[config.mk]
export PLATFORM = sky130hd
export DESIGN_NAME = sleep_sequencer
export DESIGN_NICKNAME = d
export VERILOG_FILES = /design/src/rtl/sleep_seq_pkg.sv /design/src/rtl/slp_sync.sv /design/src/rtl/slp_fsm.sv /design/src/rtl/slp_guard.sv /design/src/rtl/sleep_sequencer.sv
export SDC_FILE = /design/constraint.sdc
export NUM_CORES = 1
export LEC_CHECK = 0
export BUFFER_PORTS_ARGS = -buffer_cell sky130_fd_sc_hd__clkbuf_2
export CORE_MARGIN = 1.5
export CORE_UTILIZATION = 50
export DETAILED_ROUTE_END_ITERATION = 12
export PLACE_DENSITY = 0.8
export SLEW_MARGIN = 10
export SYNTH_ARGS = -nofsm -noshare
export SYNTH_HDL_FRONTEND = slang
export SYNTH_SLANG_ARGS = --single-unit
[constraint.sdc]
create_clock -name clk -period 1.6 [get_ports clk]
set_input_delay 0.24 -clock clk [delete_from_list [all_inputs] [get_ports clk]]
set_output_delay 0.24 -clock clk [all_outputs]
set_load 0.02 [all_outputs]
[src/rtl/sleep_seq_pkg.sv]
package sleep_seq_pkg;
  localparam int CNT_W = 8;

  typedef enum logic [2:0] {
    ST_AWAKE = 3'd0,
    ST_ENTER = 3'd1,
    ST_SLEEP = 3'd2,
    ST_EXIT  = 3'd3,
    ST_RECOV = 3'd4
  } slp_state_e;

  // count reaches its final cycle when it is one
  function automatic logic cnt_last(input logic [CNT_W-1:0] c);
    return c <= CNT_W'(1);
  endfunction

  function automatic logic [CNT_W-1:0] cnt_dec(input logic [CNT_W-1:0] c);
    return (c == '0) ? '0 : c - CNT_W'(1);
  endfunction

  // an access attempt: selected and strobed
  function automatic logic is_access(input logic cs, input logic sa, input logic sb);
    return cs & (sa | sb);
  endfunction
endpackage

[src/rtl/slp_sync.sv]
module slp_sync #(
  parameter int STAGES = 2
) (
  input  logic clk,
  input  logic rst_n,
  input  logic d_async,
  output logic q_sync
);
  logic [STAGES-1:0] chain;

  generate
    for (genvar i = 0; i < STAGES; i++) begin : g_stage
      if (i == 0) begin : g_first
        always_ff @(posedge clk) begin
          if (!rst_n) chain[0] <= 1'b0;
          else        chain[0] <= d_async;
        end
      end else begin : g_next
        always_ff @(posedge clk) begin
          if (!rst_n) chain[i] <= 1'b0;
          else        chain[i] <= chain[i-1];
        end
      end
    end
  endgenerate

  assign q_sync = chain[STAGES-1];
endmodule

[src/rtl/slp_fsm.sv]
module slp_fsm
  import sleep_seq_pkg::*;
#(
  parameter int ENTRY_CYCLES    = 2,
  parameter int EXIT_CYCLES     = 2,
  parameter int RECOVERY_CYCLES = 2
) (
  input  logic       clk,
  input  logic       rst_n,
  input  logic       req_sync,
  output slp_state_e state
);
  localparam logic [CNT_W-1:0] ENTRY_LOAD = CNT_W'(ENTRY_CYCLES - 1);
  localparam logic [CNT_W-1:0] EXIT_LOAD  = CNT_W'(EXIT_CYCLES - 1);
  localparam logic [CNT_W-1:0] REC_LOAD   = CNT_W'(RECOVERY_CYCLES);

  logic [CNT_W-1:0] cnt;

  always_ff @(posedge clk) begin
    if (!rst_n) begin
      state <= ST_AWAKE;
      cnt   <= '0;
    end else begin
      unique case (state)
        ST_AWAKE: if (req_sync) begin
          state <= ST_ENTER;
          cnt   <= ENTRY_LOAD;
        end
        ST_ENTER: if (cnt_last(cnt)) state <= ST_SLEEP;
                  else               cnt   <= cnt_dec(cnt);
        ST_SLEEP: if (!req_sync) begin
          state <= ST_EXIT;
          cnt   <= EXIT_LOAD;
        end
        ST_EXIT:  if (cnt_last(cnt)) begin
          state <= ST_RECOV;
          cnt   <= REC_LOAD;
        end else cnt <= cnt_dec(cnt);
        ST_RECOV: if (cnt_last(cnt)) state <= ST_AWAKE;
                  else               cnt   <= cnt_dec(cnt);
        default: begin
          state <= ST_AWAKE;
          cnt   <= '0;
        end
      endcase
    end
  end
endmodule

[src/rtl/slp_guard.sv]
module slp_guard
  import sleep_seq_pkg::*;
(
  input  logic       clk,
  input  logic       rst_n,
  input  slp_state_e state,
  input  logic       chip_sel,
  input  logic       strobe_a,
  input  logic       strobe_b,
  output logic       cmd_pass,
  output logic       viol_now,
  output logic       proto_err
);
  logic attempt;
  logic entering;
  logic inhibited;

  assign attempt   = is_access(chip_sel, strobe_a, strobe_b);
  assign entering  = (state == ST_ENTER);
  assign inhibited = (state == ST_SLEEP) || (state == ST_EXIT) || (state == ST_RECOV);
  assign cmd_pass  = attempt && (state == ST_AWAKE);
  assign viol_now  = (entering && chip_sel) || (inhibited && attempt);

  always_ff @(posedge clk) begin
    if (!rst_n)        proto_err <= 1'b0;
    else if (viol_now) proto_err <= 1'b1;
  end
endmodule

[src/rtl/sleep_sequencer.sv]
module sleep_sequencer
  import sleep_seq_pkg::*;
#(
  parameter int SYNC_STAGES     = 2,
  parameter int ENTRY_CYCLES    = 2,
  parameter int EXIT_CYCLES     = 2,
  parameter int RECOVERY_CYCLES = 2
) (
  input  logic clk,
  input  logic rst_n,
  input  logic sleep_req,
  input  logic chip_sel,
  input  logic strobe_a,
  input  logic strobe_b,
  output logic asleep,
  output logic access_block,
  output logic cmd_pass,
  output logic proto_err
);
  logic       req_sync;
  logic       entering;
  logic       viol_now;
  slp_state_e state;

  slp_sync #(.STAGES(SYNC_STAGES)) u_sync (
    .clk(clk), .rst_n(rst_n), .d_async(sleep_req), .q_sync(req_sync)
  );

  slp_fsm #(
    .ENTRY_CYCLES(ENTRY_CYCLES),
    .EXIT_CYCLES(EXIT_CYCLES),
    .RECOVERY_CYCLES(RECOVERY_CYCLES)
  ) u_fsm (
    .clk(clk), .rst_n(rst_n), .req_sync(req_sync), .state(state)
  );

  slp_guard u_guard (
    .clk(clk), .rst_n(rst_n), .state(state),
    .chip_sel(chip_sel), .strobe_a(strobe_a), .strobe_b(strobe_b),
    .cmd_pass(cmd_pass), .viol_now(viol_now), .proto_err(proto_err)
  );

  assign entering     = (state == ST_ENTER);
  assign asleep       = (state == ST_SLEEP) || (state == ST_EXIT);
  assign access_block = (state != ST_AWAKE);
endmodule

==> metrics.md <==
| Metric | Value |
|---|---|
| All-Layer GR Usage | `between 20 and 25%` |
| Area of the mapped netlist | `887.1 um^2` |
| Die span in x | `45.12 um` |
| Final instance area | `1135 um^2` |
| Yosys warns | `0` |
| Seq cells post-synth | `14` |
| Min-Delay Path Class | `in2reg` |
| Htree depth | `1` |
| Final min period | `1667 ps` |
| Slew Limit Headroom | `roughly 77%` |
| Core area | `1689 um^2` |
| Final hold vios | `0` |
| CTS Buf Count | `3` |
| Crit share post-route | `104.2%` |
| Pre-CTS setup slack | `-111.2 ps` |
| Pleak | `0.4798 nW` |
| Pin count of the biggest net entering global routing | `20` |
| Max Slew Vio Count | `0` |
| Violated checks | `setup timing` |
| Slew @ Worst Pin | `345.4 ps` |
| Pre-antenna DRT Iters | `4` |
| Grt ovf | `0` |
| Critical Path Sink Type | `output pin` |
| Worst setup margin | `-67.09 ps` |
| Worst endpoint data arrival time | `between 1000 and 1500 ps` |
| Synth async-reset ratio | `0%` |
| VDD IR max | `1.065 mV` |
| Register area share after synthesis | `31.59%` |
| CTS hold repair buffers | `0` |
| Max Fanout on Critical Path | `2` |
| Number of synthesized flops with an enable pin | `0` |
| IO Port Bufs | `9` |
| Area Overhead vs Synth | `27.93%` |
| DP HPWL | `approximately 1500 um` |
| Clock Skews | `7.405 ps` |
| Worst path max stage delay | `380 ps` |
| CTS Sinks | `14` |
| Commonest non-fill, non-tap cell in the layout | `buf_4` |
| CP Class | `reg2out` |
| Final Non-Filler Cells | `about 140` |
| Pwr Total | `1.915 mW` |
| Share of layout cells above drive strength 1 | `39.68%` |
| Clock-pin slew on the worst setup and hold paths | `90 ps` |
| Number of global-route vias before repair | `797` |
| Gpl congestion | `approximately 0.84` |
| Distinct cells, synth | `41` |
| # DRC | `0` |
| Total wire length | `2112 um` |
| Core Rows | `15` |
| CP Launch Type | `register` |
| Post-DRT Antenna Nets | `0` |
| Antenna diodes | `0` |
| Hold slack | `182.2 ps` |
| Largest delay contributor family on the critical path | `simple AND/OR/NAND/NOR gates` |
| First-pass GRT wire length | `3312 um` |
| Most frequent cells in the layout | `buf_4, nand2_1, dfxtp_1` |
| Root Buffer | `clkbuf_4` |
| Max frequency | `599.8 MHz` |
| WP buf/inv | `2` |
| CP max stage cell | `or3_4` |
| Post-synthesis net count | `113` |
| Routed len/inst | `roughly 15 um` |
| Placed cell count | `~140` |
| Die area | `2036 um^2` |
| Initial Util | `roughly 53%` |
| Vias after detailed routing | `851` |
| I/O Pins | `10` |
| Longest Clk Path Bufs | `2` |
| Fillers | `139` |
| Placed inst area | `1016 um^2` |
| CTS tree | `yes` |
| PD cells | `1687 nW/um^2` |
| Top FF cell, synth | `dfxtp_1` |
| Nets | `136` |
| Run status | `finished with violations` |
| Mapped Avg Cell Area | `between 8 and 9 um^2` |
| Antenna violations before repair | `0` |
| Vert. Die Dim | `45.12 um` |
| Initial drt markers | `13` |
| Maxcap violations | `0` |
| Final setup viols | `1` |
| Via density | `5.951` |
| Synthesized instance count | `104` |
| RSZ-0062 raised after global routing | `yes` |
| Clock Latency Late Sink | `around 280 ps` |
| Crit-path cells | `buf_6 -> or3_4 -> nor3b_2 -> buf_4` |
| Critical Path RT | `1360 ps` |
-- final timing paths --
path,from,endpoint,slack [ps],cells after the start
max,u_fsm.state[2],cmd_pass,-70,4
max reg2reg,u_fsm.cnt[0],u_fsm.cnt[7],10,7
min,sleep_req,u_sync.chain[0],180,2
min reg2reg,u_sync.chain[0],u_sync.q_sync,460,1
-- synthesized netlist by cell type, types with 3 or more instances --
library cell | instances | area (um^2)
a21oi_1 | 7 | 35.03
and2_1 | 3 | 18.77
clkbuf_1 | 3 | 11.26
dfxtp_1 | 14 | 280.3
ha_1 | 3 | 37.54
inv_1 | 3 | 11.26
nand2_1 | 12 | 45.04
nand2b_1 | 4 | 25.02
nand3_1 | 3 | 15.01
nor2_1 | 6 | 22.52
nor3b_1 | 4 | 30.03
o22ai_1 | 5 | 31.28
or3_1 | 3 | 18.77
-- area by class of cell --
cell class	count	area (um^2)	share of cell area (%)
timing repair buffer	23	160.2	14.11
clock buffer	4	36.28	3.197
sequential	14	286.5	25.25
tap	17	21.27	1.874
inverter	5	18.77	1.654
multi-input combinational	80	611.8	53.91
-- report_power, final --
group          switching (mW)  total [mW]  internal, mW
combinational           0.631        1.17         0.539
clock                   0.121       0.259         0.139
sequential             0.0730       0.486         0.413
-- metal layers --
| layer | wire length, um | track usage, % | up-vias | share of wire (%) |
|---|---|---|---|---|
| met5 | 0 | 0 | - | 0 |
| met4 | 34 | 12.94 | 0 | 1.6 |
| met3 | 110 | 4.800 | 4 | 5.2 |
| met2 | 1073 | 38.86 | 29 | 51 |
| met1 | 893 | 25.25 | 396 | 42 |
| li1 | - | - | 422 | - |
-- state kept, by name (all words and copies together), names as in the netlist --
signal / cells
u_sync.chain: 1
u_fsm.state: 3
u_sync.q_sync: 1
u_fsm.cnt: 8
u_guard.proto_err: 1
-- stage by stage --
stage | util, % | TNS, ps
after floorplan | - | 0
after global placement | 60.15 | -99.90
after detailed placement | 60.15 | -401.5
after CTS | 65.78 | -103.2
after global routing | 67.19 | -359.4
final | 67.19 | -67.09
-- logic make-up (layout without fill, tap and decap cells) --
group | Yosys count | after routing | synth area share (%)
adders and majority gates | 4 | 4 | 5.501
and+or+nand+nor | 46 | 46 | 30.89
DFF | 14 | 14 | 31.59
muxes | 1 | 1 | 1.128
AOI/OAI and AO/OA | 27 | 27 | 23.70
xor gates and xnor gates | 2 | 2 | 1.975
buffers and inverters | 10 | 32 | 5.218
-- what timing repair did --
item | CTS | global route
setup endpoints to repair | 11 | 11
setup buffers | 3 | 0
resized for setup | 11 | 7
pin swaps | 2 | 3
Power figures use the tool's default switching activity.
